===== config.mk =====
export PLATFORM = sky130hd
export DESIGN_NAME = pgwr_seqrd_engine
export DESIGN_NICKNAME = d
export VERILOG_FILES = /design/src/rtl/pgwr_pkg.sv /design/src/rtl/pgwr_page_buffer.sv /design/src/rtl/pgwr_prog_seq.sv /design/src/rtl/pgwr_read_stream.sv /design/src/rtl/pgwr_seqrd_engine.sv
export SDC_FILE = /design/constraint.sdc
export NUM_CORES = 1
export LEC_CHECK = 0
export BUFFER_PORTS_ARGS = -buffer_cell sky130_fd_sc_hd__buf_2
export CORE_AREA = 3 3 333 335
export DETAILED_ROUTE_END_ITERATION = 12
export DIE_AREA = 0 0 336 338
export GPL_TIMING_DRIVEN = 0
export SETUP_SLACK_MARGIN = 0.05
export SLEW_MARGIN = 20
export SYNTH_ARGS = -nofsm -noshare
export SYNTH_HDL_FRONTEND = slang
export SYNTH_HIERARCHICAL = 1
export SYNTH_SLANG_ARGS = --single-unit

===== constraint.sdc =====
create_clock -name clk -period 4.2 [get_ports clk]
set_input_delay 0.42 -clock clk [delete_from_list [all_inputs] [get_ports clk]]
set_output_delay 0.42 -clock clk [all_outputs]
set_load 0.005 [all_outputs]

===== src/rtl/pgwr_pkg.sv =====
package pgwr_pkg;

    localparam int ADDR_W_DEF = 16;
    localparam int PG_W_DEF   = 7;

    typedef enum logic [1:0] {
        ENG_IDLE,
        ENG_COLLECT,
        ENG_SKIP,
        ENG_READ
    } eng_state_t;

    typedef enum logic [1:0] {
        RS_OFF,
        RS_ISSUE,
        RS_WAIT,
        RS_HAVE
    } rs_state_t;

    function automatic logic [PG_W_DEF-1:0] offs_next(input logic [PG_W_DEF-1:0] o);
        return o + 1'b1;
    endfunction

endpackage


===== src/rtl/pgwr_page_buffer.sv =====
module pgwr_page_buffer #(
    parameter int PG_W = pgwr_pkg::PG_W_DEF
) (
    input  logic            clk,
    input  logic            rst,
    input  logic            load_i,
    input  logic [PG_W-1:0] start_i,
    input  logic            wr_i,
    input  logic [7:0]      byte_i,
    input  logic [PG_W-1:0] rd_idx_i,
    output logic [7:0]      rd_byte_o,
    output logic            rd_mask_o,
    output logic            got_o
);
    localparam int PAGE = 1 << PG_W;

    logic [7:0]      mem [PAGE];
    logic [PAGE-1:0] mask_q;
    logic [PG_W-1:0] ptr_q;
    logic            got_q;

    always_ff @(posedge clk) begin
        if (rst) begin
            mask_q <= '0;
            ptr_q  <= '0;
            got_q  <= 1'b0;
        end else if (load_i) begin
            mask_q <= '0;
            ptr_q  <= start_i;
            got_q  <= 1'b0;
        end else if (wr_i) begin
            mask_q[ptr_q] <= 1'b1;
            ptr_q         <= ptr_q + 1'b1;
            got_q         <= 1'b1;
        end
    end

    always_ff @(posedge clk) begin
        if (wr_i && !load_i) begin
            mem[ptr_q] <= byte_i;
        end
    end

    assign rd_byte_o = mem[rd_idx_i];
    assign rd_mask_o = mask_q[rd_idx_i];
    assign got_o     = got_q;

endmodule


===== src/rtl/pgwr_prog_seq.sv =====
module pgwr_prog_seq #(
    parameter int PG_W      = pgwr_pkg::PG_W_DEF,
    parameter int WR_CYCLES = 500000
) (
    input  logic            clk,
    input  logic            rst,
    input  logic            start_i,
    output logic            busy_o,
    output logic            commit_o,
    output logic [PG_W-1:0] idx_o,
    output logic            last_o
);
    localparam int CW = $clog2(WR_CYCLES + 1);
    localparam logic [CW-1:0] CNT_END = CW'(WR_CYCLES - 1);

    logic            prog_q;
    logic            com_q;
    logic [CW-1:0]   cnt_q;
    logic [PG_W-1:0] idx_q;

    always_ff @(posedge clk) begin
        if (rst) begin
            prog_q <= 1'b0;
            com_q  <= 1'b0;
            cnt_q  <= '0;
            idx_q  <= '0;
        end else if (prog_q) begin
            if (cnt_q == CNT_END) begin
                prog_q <= 1'b0;
                com_q  <= 1'b1;
                idx_q  <= '0;
            end else begin
                cnt_q <= cnt_q + 1'b1;
            end
        end else if (com_q) begin
            if (&idx_q) begin
                com_q <= 1'b0;
            end else begin
                idx_q <= idx_q + 1'b1;
            end
        end else if (start_i) begin
            prog_q <= 1'b1;
            cnt_q  <= '0;
        end
    end

    assign busy_o   = prog_q | com_q;
    assign commit_o = com_q;
    assign idx_o    = idx_q;
    assign last_o   = com_q & (&idx_q);

endmodule


===== src/rtl/pgwr_read_stream.sv =====
module pgwr_read_stream #(
    parameter int ADDR_W = pgwr_pkg::ADDR_W_DEF
) (
    input  logic              clk,
    input  logic              rst,
    input  logic              start_i,
    input  logic [ADDR_W-1:0] addr_i,
    input  logic              next_i,
    input  logic              abort_i,
    input  logic [7:0]        arr_rdata_i,
    output logic              arr_re_o,
    output logic [ADDR_W-1:0] arr_addr_o,
    output logic [7:0]        data_o,
    output logic              valid_o
);
    import pgwr_pkg::*;

    rs_state_t         st_q;
    logic [ADDR_W-1:0] ptr_q;
    logic [7:0]        data_q;

    always_ff @(posedge clk) begin
        if (rst || abort_i) begin
            st_q   <= RS_OFF;
            ptr_q  <= '0;
            data_q <= '0;
        end else begin
            case (st_q)
                RS_OFF: if (start_i) begin
                    ptr_q <= addr_i;
                    st_q  <= RS_ISSUE;
                end
                RS_ISSUE: st_q <= RS_WAIT;
                RS_WAIT: begin
                    data_q <= arr_rdata_i;
                    ptr_q  <= ptr_q + 1'b1;
                    st_q   <= RS_HAVE;
                end
                RS_HAVE: if (next_i) st_q <= RS_ISSUE;
                default: st_q <= RS_OFF;
            endcase
        end
    end

    assign arr_re_o   = (st_q == RS_ISSUE);
    assign arr_addr_o = ptr_q;
    assign data_o     = data_q;
    assign valid_o    = (st_q == RS_HAVE);

endmodule


===== src/rtl/pgwr_seqrd_engine.sv =====
module pgwr_seqrd_engine #(
    parameter int ADDR_W    = pgwr_pkg::ADDR_W_DEF,
    parameter int PG_W      = pgwr_pkg::PG_W_DEF,
    parameter int WR_CYCLES = 500000
) (
    input  logic                   clk,
    input  logic                   rst,
    input  logic                   cmd_rd_i,
    input  logic                   cmd_wr_i,
    input  logic [ADDR_W-1:0]      addr_i,
    input  logic                   wel_i,
    input  logic                   byte_valid_i,
    input  logic [7:0]             byte_i,
    input  logic                   rd_next_i,
    input  logic                   cs_rise_i,
    input  logic                   cs_legal_i,
    input  logic                   prot_hit_i,
    output logic [ADDR_W-PG_W-1:0] prot_page_o,
    output logic [7:0]             rd_data_o,
    output logic                   rd_valid_o,
    output logic                   busy_o,
    output logic                   wel_clr_o,
    output logic                   arr_re_o,
    output logic                   arr_we_o,
    output logic [ADDR_W-1:0]      arr_addr_o,
    output logic [7:0]             arr_wdata_o,
    input  logic [7:0]             arr_rdata_i
);
    import pgwr_pkg::*;

    localparam int PN_W = ADDR_W - PG_W;

    eng_state_t        st_q;
    logic [PN_W-1:0]   page_q;
    logic              seq_busy, seq_commit, seq_last;
    logic [PG_W-1:0]   seq_idx;
    logic              buf_mask, buf_got;
    logic [7:0]        buf_byte;
    logic              rs_re;
    logic [ADDR_W-1:0] rs_addr;

    logic accept_cmd, buf_load, buf_wr, prog_start, rs_start, rs_abort;

    assign accept_cmd = (st_q == ENG_IDLE) && !seq_busy;
    assign buf_load   = accept_cmd && cmd_wr_i && !cmd_rd_i && wel_i;
    assign rs_start   = accept_cmd && cmd_rd_i;
    assign buf_wr     = (st_q == ENG_COLLECT) && byte_valid_i;
    assign prog_start = (st_q == ENG_COLLECT) && cs_rise_i && cs_legal_i
                        && buf_got && !prot_hit_i;
    assign rs_abort   = (st_q == ENG_READ) && cs_rise_i;

    always_ff @(posedge clk) begin
        if (rst) begin
            st_q   <= ENG_IDLE;
            page_q <= '0;
        end else begin
            case (st_q)
                ENG_IDLE: begin
                    if (rs_start) begin
                        st_q <= ENG_READ;
                    end else if (accept_cmd && cmd_wr_i) begin
                        page_q <= addr_i[ADDR_W-1:PG_W];
                        st_q   <= wel_i ? ENG_COLLECT : ENG_SKIP;
                    end
                end
                ENG_COLLECT, ENG_SKIP, ENG_READ: if (cs_rise_i) st_q <= ENG_IDLE;
                default: st_q <= ENG_IDLE;
            endcase
        end
    end

    pgwr_page_buffer #(.PG_W(PG_W)) u_buf (
        .clk       (clk),
        .rst       (rst),
        .load_i    (buf_load),
        .start_i   (addr_i[PG_W-1:0]),
        .wr_i      (buf_wr),
        .byte_i    (byte_i),
        .rd_idx_i  (seq_idx),
        .rd_byte_o (buf_byte),
        .rd_mask_o (buf_mask),
        .got_o     (buf_got)
    );

    pgwr_prog_seq #(.PG_W(PG_W), .WR_CYCLES(WR_CYCLES)) u_seq (
        .clk      (clk),
        .rst      (rst),
        .start_i  (prog_start),
        .busy_o   (seq_busy),
        .commit_o (seq_commit),
        .idx_o    (seq_idx),
        .last_o   (seq_last)
    );

    pgwr_read_stream #(.ADDR_W(ADDR_W)) u_rd (
        .clk         (clk),
        .rst         (rst),
        .start_i     (rs_start),
        .addr_i      (addr_i),
        .next_i      (rd_next_i && (st_q == ENG_READ)),
        .abort_i     (rs_abort),
        .arr_rdata_i (arr_rdata_i),
        .arr_re_o    (rs_re),
        .arr_addr_o  (rs_addr),
        .data_o      (rd_data_o),
        .valid_o     (rd_valid_o)
    );

    assign prot_page_o = page_q;
    assign busy_o      = seq_busy;
    assign wel_clr_o   = seq_last;
    assign arr_re_o    = rs_re;
    assign arr_we_o    = seq_commit && buf_mask;
    assign arr_addr_o  = seq_commit ? {page_q, seq_idx} : rs_addr;
    assign arr_wdata_o = buf_byte;

endmodule


* Word-level counts from Yosys, hierarchy flattened
Memories as Yosys holds them, arrays and structs flattened. A register that Yosys moved wholly into a read port is not among the register bits.
Cells that the tools add are included.
** Operators by class
- $lt $le $gt $ge :: 3
- Reduce and logical (&&, ||, !) cells :: 35
- $add $sub $neg :: 4
- Bitwise logic cells :: 4
- Equality and inequality tests :: 15
- Muxes and demuxes :: 37
** Operator list (number)
- $or 128x128->128 :: 1
- $mux 19 :: 4
- $mux 7 :: 8
- $mux 16 :: 2
- $pmux 16 s2 :: 1
- $add 19x1->19 const B :: 1
- $eq 19x19->1 const B :: 1
- $add 16x1->16 const B :: 1
- $lt 7x8->1 const B :: 2
- $logic_and 1x1->1 :: 15
- $add 7x1->7 const B :: 2
- $mux 1 :: 12
- $mux 2 :: 6
- $reduce_and 3->1 :: 3
- $eq 2x2->1 const B :: 4
- $ne 2x2->1 const B :: 4
- $pmux 2 s4 :: 1
- $reduce_bool 2->1 :: 4
- $bmux 1 s7 :: 1
- $demux 1 s7 :: 1
- $ge 7x1->1 const B :: 1
- $reduce_and 7->1 :: 1
- $ne 2x1->1 const B :: 3
- $reduce_and 2->1 :: 3
- other kinds (11) :: 16
** Word-level totals
- Word-level logic and storage cells :: 111
- Bits in writable memories :: 1024
- Register bits after elaboration :: 201
- Memories :: 1
- Input bits :: 42
** Memory list
- u_buf.mem :: words 128, bits a word 8, read ports 1, clocked after memory_dff 1, write ports 1, RTL line pgwr_page_buffer.sv:17 : logic [7:0] mem [PAGE];

* Logic depth before layout (Yosys ltp)
- Depth after elaboration :: 10
- Depth in mapped cells :: 11
- Mapped depth without buffers :: 8

* Hierarchy
Netlist, hierarchy kept.
** By module, submodules not included
- pgwr_page_buffer :: sequential area each 33472.1 um2, area each 44760.4 um2, cells each 2163, times used 1
- pgwr_prog_seq :: sequential area each 560.5 um2, area each 1559.0 um2, cells each 180, times used 1
- pgwr_read_stream :: sequential area each 520.5 um2, area each 1498.9 um2, cells each 175, times used 1
- pgwr_seqrd_engine :: sequential area each 220.2 um2, area each 772.0 um2, cells each 77, times used 1

* Worst setup path before layout
No wires, ideal clock.
- Path type :: flip-flop to output port
- From :: register u_seq.idx_q[0], in the netlist u_seq/idx_o[0]
- To :: output port arr_we_o
- Data arrival time :: 3.016 ns
- Slack :: 0.764 ns
- Path buffers :: 2
- Cell stages (with the launch flop) :: 8
- Path through :: dfxtp_1 -> buf_2 -> buf_1 -> mux4_2 -> mux4_2 -> mux4_2 -> mux2_2 -> and2_1
** Between the ends
- Word-level cells in the longest chain between the ends :: 3
** Ends and longest elaborated chain
- start: declaration :: RTL line pgwr_prog_seq.sv:19 : logic [PG_W-1:0] idx_q;
- start signal: assignment :: RTL line pgwr_prog_seq.sv:39 : idx_q <= idx_q + 1'b1;
- $bmux 1 s7 :: RTL line pgwr_page_buffer.sv:45 : assign rd_mask_o = mask_q[rd_idx_i];
- $mux 1 (not written as such) :: RTL line pgwr_page_buffer.sv:45
- net buf_mask :: RTL line pgwr_seqrd_engine.sv:37 : logic buf_mask, buf_got;
- $logic_and 1x1->1 :: RTL line pgwr_seqrd_engine.sv:113 : assign arr_we_o = seq_commit && buf_mask;
- end: declaration :: RTL line pgwr_seqrd_engine.sv:24 : output logic arr_we_o,
The timed path passes the listed nets, and every way through them passes these cells. The select of a mux whose other input is x is not followed.

* Final worst setup path
Ends and elaborated chain as after synthesis.

==> tab_implementation.tex <==
\begin{tabular}{lr}
\hline
Metric & Value \\
\hline
\multicolumn{2}{l}{\textbf{Layout}} \\
\quad Final core utilization & between 50\% and 60\% \\
\quad Fin area & 56400 um\^{}2 \\
\quad Layout cell share with drive strength beyond 1 & approximately 28\% \\
\quad Nets & 2910 \\
\quad Number of filler instances in the final layout & between 8k and 9k \\
\quad Layout-stage area growth over the synthesis result & 16.0\% \\
\multicolumn{2}{l}{\textbf{Route}} \\
\quad Routed via count & 26.6k \\
\quad DR vias/cell & 6.07 \\
\quad Total iterations of the first detailed-routing run & 6 \\
\quad Number of DRC markers after the initial detailed-route iteration & about 3k \\
\quad Post-detailed-route count of antenna-violating nets & 0 \\
\quad Average detailed-routed wire length per instance & 29.8 um \\
\quad Remaining design rule violation count & 0 \\
\quad Total routed wirelength & 131 mm \\
\multicolumn{2}{l}{\textbf{Synthesis}} \\
\quad Cell type with the highest aggregate area in the netlist & edfxtp\_1 \\
\quad Mapped Nets & around 2.6k \\
\quad \#FFs+latches synth & approximately 1.2k \\
\quad Cells after synthesis & 2595 \\
\quad Total number of yosys warnings & 6 \\
\quad Sequential area share after synthesis & between 70\% and 80\% \\
\quad Post-synthesis average cell area & 18.7 um\^{}2 \\
\quad Synth cell types & 78 \\
\quad Most numerous cell in the Yosys netlist & edfxtp\_1 \\
\quad List of most frequent post-synthesis cells & 1024 x edfxtp\_1, 378 x mux4\_2, 319 x nor2\_1 \\
\quad Area share of the leading cell type in the synthesized netlist & 63.3\% \\
\quad Share of synthesized flip-flops with an asynchronous set or reset & 0\% \\
\quad Top post-synthesis cells by area & edfxtp\_1 63\%, mux4\_2 18\%, dfxtp\_1 8.3\% \\
\quad Count of flip-flops with a built-in enable after synthesis & $\sim$1k \\
\quad Combined area of all synthesized cells & 48600 um\^{}2 \\
\quad Most used DFF post-synth & edfxtp\_1 \\
\multicolumn{2}{l}{\textbf{Pwr}} \\
\quad Power share of the combinational group & 5.2\% \\
\quad Maximum ir drop on the vdd rail & between 300 and 400 uV \\
\quad PnR Total Power & 0.0257 W \\
\quad Static power due to leakage & 17.5 nW \\
\quad Sw frac & 22.0\% \\
\quad Part of the power in registers & $\sim$52\% \\
\quad Part of the total power dissipated in the clock network & 42.8\% \\
\quad Sw power & 0.00565 W \\
\quad Power per Cell Area & about 460 nW/um\^{}2 \\
\quad Design internal power & roughly 0.02 W \\
\multicolumn{2}{l}{\textbf{Placement}} \\
\quad Placement-stage cell area & between 50000 and 60000 um\^{}2 \\
\quad Number of buffers added on ports & 87 \\
\quad Detailed placement HPWL & 88.0 mm \\
\quad Routability-driven placement congestion ratio & approximately 0.90 \\
\multicolumn{2}{l}{\textbf{STA}} \\
\quad Setup slack after layout & -0.105 ns \\
\quad Worst-margin pin slew & about 1.1 ns \\
\quad Count of final hold-check violations & 0 \\
\quad Unrepaired setup endpoints after global routing & yes \\
\quad Setup TNS & -0.752 ns \\
\quad Crit share post-route & 103\% \\
\quad Slew Limit Fails & 0 \\
\quad Clock skew & $\sim$0.020 ns \\
\quad Clock period minus worst slack & about 4.3 ns \\
\quad Highest attainable clock frequency & between 200 and 250 MHz \\
\quad Remaining max-slew budget at the tightest pin & $\sim$24\% \\
\quad Final setup fails & 9 \\
\multicolumn{2}{l}{\textbf{Floorplan}} \\
\quad Effective utilization at floorplan & between 40\% and 50\% \\
\quad \# rows & roughly 120 \\
\quad DIE AREA & between 100000 and 150000 um\^{}2 \\
\quad Number of ports placed on the die boundary & 88 \\
\quad Die Y & around 340 um \\
\quad Die width & approximately 340 um \\
\quad Area inside the core boundary & about 110000 um\^{}2 \\
\multicolumn{2}{l}{\textbf{Critical path}} \\
\quad Cells along the critical path & buf\_12 -> buf\_12 -> buf\_6 -> mux4\_2 -> mux4\_2 -> mux4\_2 -> mux2\_4 -> and2\_1 -> buf\_2 \\
\quad Data arrival time at the worst-slack endpoint & 3.89 ns \\
\quad Worst Path Class, Setup & reg -> out \\
\quad Number of buffers and inverters on the critical path & 4 \\
\quad Worst flop-to-flop path endpoint & u\_buf/mem[3][4] \\
\quad Reg-to-reg critical path startpoint & st\_q[0] \\
\quad Internal reg-to-reg setup slack & roughly 0.32 ns \\
\quad Most Frequent Cell on Critical Path & mux4\_2 \\
\quad Kind of end point of the critical path & primary output \\
\quad Startpoint type of the worst setup path & flip-flop \\
\quad Worst reg2reg path depth & 5 \\
\quad Largest stage delay on the critical path & roughly 0.53 ns \\
\quad Crit-path slowest cell & mux4\_2 \\
\quad Data required time at the worst endpoint & between 3 and 4 ns \\
\quad Cell family contributing the most delay on the critical path & multiplexers \\
\quad WP depth & 9 \\
\quad Maximum fanout count along the critical path & 10 \\
\multicolumn{2}{l}{\textbf{Clock tree}} \\
\quad Worst-case clock buffer depth & 3 \\
\quad Clock net sink count & 1225 \\
\quad Library cell used as clock root buffer & clkbuf\_16 \\
\quad CTS H-Tree Depth & 4 \\
\quad Total clock buffers created by CTS & 130 \\
\quad CTS tree & yes \\
\quad Clock insertion delay at the later pin of the skew report & approximately 0.73 ns \\
\quad Post-CTS clock slew at the launch and capture registers of the worst setup and hold paths & around 0.060 ns \\
\multicolumn{2}{l}{\textbf{Worst hold path}} \\
\quad End of the worst hold path & u\_buf/mem[123][1] \\
\quad Cell count of the worst hold path & 1 \\
\quad Hold wc startpoint & byte\_i[1] \\
\quad Worst min-delay path class & in -> reg \\
\multicolumn{2}{l}{\textbf{GRT}} \\
\quad Grt total ovfl & 0 \\
\quad Tot GR Track Use & between 20\% and 30\% \\
\quad Global-route wire length before repair & 189 mm \\
\quad Largest net degree at the start of global routing & 97 \\
\quad Number of global-route vias before repair & 26.6k \\
\quad Antenna violations before repair & 7 \\
\multicolumn{2}{l}{\textbf{Outcome}} \\
\quad Status & finished with violations \\
\quad Failing checks & negative setup slack \\
\multicolumn{2}{l}{\textbf{Run}} \\
\quad Max capacitance violation total & 0 \\
\hline
\end{tabular}
[layout make-up]
| cell class | instances | area [um^2] | share of cell area (%) |
|---|---|---|---|
| repair buffers | 132 | 1140 | 2.02 |
| multi-input cells | 1204 | 13200 | 23.4 |
| clock inverters | 57 | 515 | 0.915 |
| well taps | 1414 | 1770 | 3.14 |
| clock buffers | 176 | 3590 | 6.36 |
| inverters | 13 | 50.0 | 0.0888 |
| flip-flops and latches | 1225 | 34800 | 61.7 |
| plain buffers | 152 | 1330 | 2.36 |
| diodes | 2 | 5.00 | 0.00888 |
[routing by layer]
layer  vias up  routed length, um  part of all wire [%]  track usage (%)
li1      11000                  -                     -                -
met1     14000              52000                    40             31.6
met2      1248              62900                    48             37.8
met3       261              10900                   8.3             4.85
met4         8               4750                   3.6             8.44
met5         -                 39                 0.030                0
[cells by family (layout without fill, tap and decap cells)]
kind of cell / after synthesis / after routing / synth area share, %
XOR/XNOR: 15 / 15 / 0.270
multiplexers: 435 / 435 / 18.8
other: 0 / 2 / 0
adder cells (fa/ha/maj): 10 / 10 / 0.257
AO/OA/AOI/OAI: 218 / 218 / 2.65
AND/OR/NAND/NOR: 526 / 526 / 4.98
buffers and inverters: 166 / 530 / 1.50
flip-flops: 1225 / 1225 / 71.6
[per-stage QoR]
stage	std cells	worst slack (ns)	hold WS (ns)
floorplan	2595	0.764	0.431
global placement	4096	-1.00	0.441
detailed placement	4109	-0.813	0.454
CTS	4372	-0.127	0.0404
global route	4374	-0.135	0.0640
finish	4375	-0.105	0.0825
[placed cells by master, fill, tap and decap left out, drive strengths merged, types with 4 or more instances in the layout]
master	count
a211oi	8
a21oi	149
a22o	4
a22oi	14
and2	5
and3	12
and3b	5
buf	168
bufinv	6
clkbuf	265
clkinv	42
clkinvlp	4
dfxtp	201
dlygate4sd3	25
edfxtp	1024
ha	10
inv	18
mux2	32
mux2i	25
mux4	378
nand2	63
nand2b	25
nand3	21
nand3b	6
nand4	16
nand4b	4
nor2	319
nor3	18
nor3b	5
nor4	5
o21ai	14
o22ai	4
or2	6
xnor2	5
xor2	10
[flip-flops by register name (all words and copies together), names as in the netlist]
register         flops
u_buf/got_o          1
u_rd/st_q            2
u_buf/ptr_q          7
u_seq/idx_o          7
u_seq/prog_q         1
u_buf/mask_q       128
u_rd/data_o          8
u_buf/mem         1024
u_seq/commit_o       1
st_q                 2
prot_page_o          9
u_rd/arr_addr_o     16
u_seq/cnt_q         19
[power by group through the flow]
stage / combinational, W / clock, W / sequential, W
floorplan: 0.000604 / 0 / 0.0136
global placement: 0.00121 / 0 / 0.0136
detailed placement: 0.00129 / 0 / 0.0136
CTS: 0.00132 / 0.0112 / 0.0134
global route: 0.00142 / 0.0118 / 0.0134
finish: 0.00134 / 0.0110 / 0.0134
[worst max-delay path by stage]
stage / from / to / slack (ns)
3_5_place_dp: u_seq/idx_o[2] / arr_wdata_o[2] / -0.81
5_1_grt: u_seq/idx_o[0] / arr_wdata_o[5] / -0.13
2_1_floorplan: u_seq/idx_o[0] / arr_we_o / 0.76
6_report: u_seq/idx_o[0] / arr_we_o / -0.11
4_1_cts: u_seq/idx_o[0] / arr_wdata_o[3] / -0.13
3_3_place_gp: u_seq/idx_o[2] / arr_wdata_o[2] / -1.00
[timing repair]
action,CTS,global route
setup buffers,3,1
endpoints found under the hold margin,27,0
gates resized for setup,228,18
setup endpoints to repair,697,457
gates cloned,3,0
hold buffers,25,0
Power figures use the tool's default switching activity.
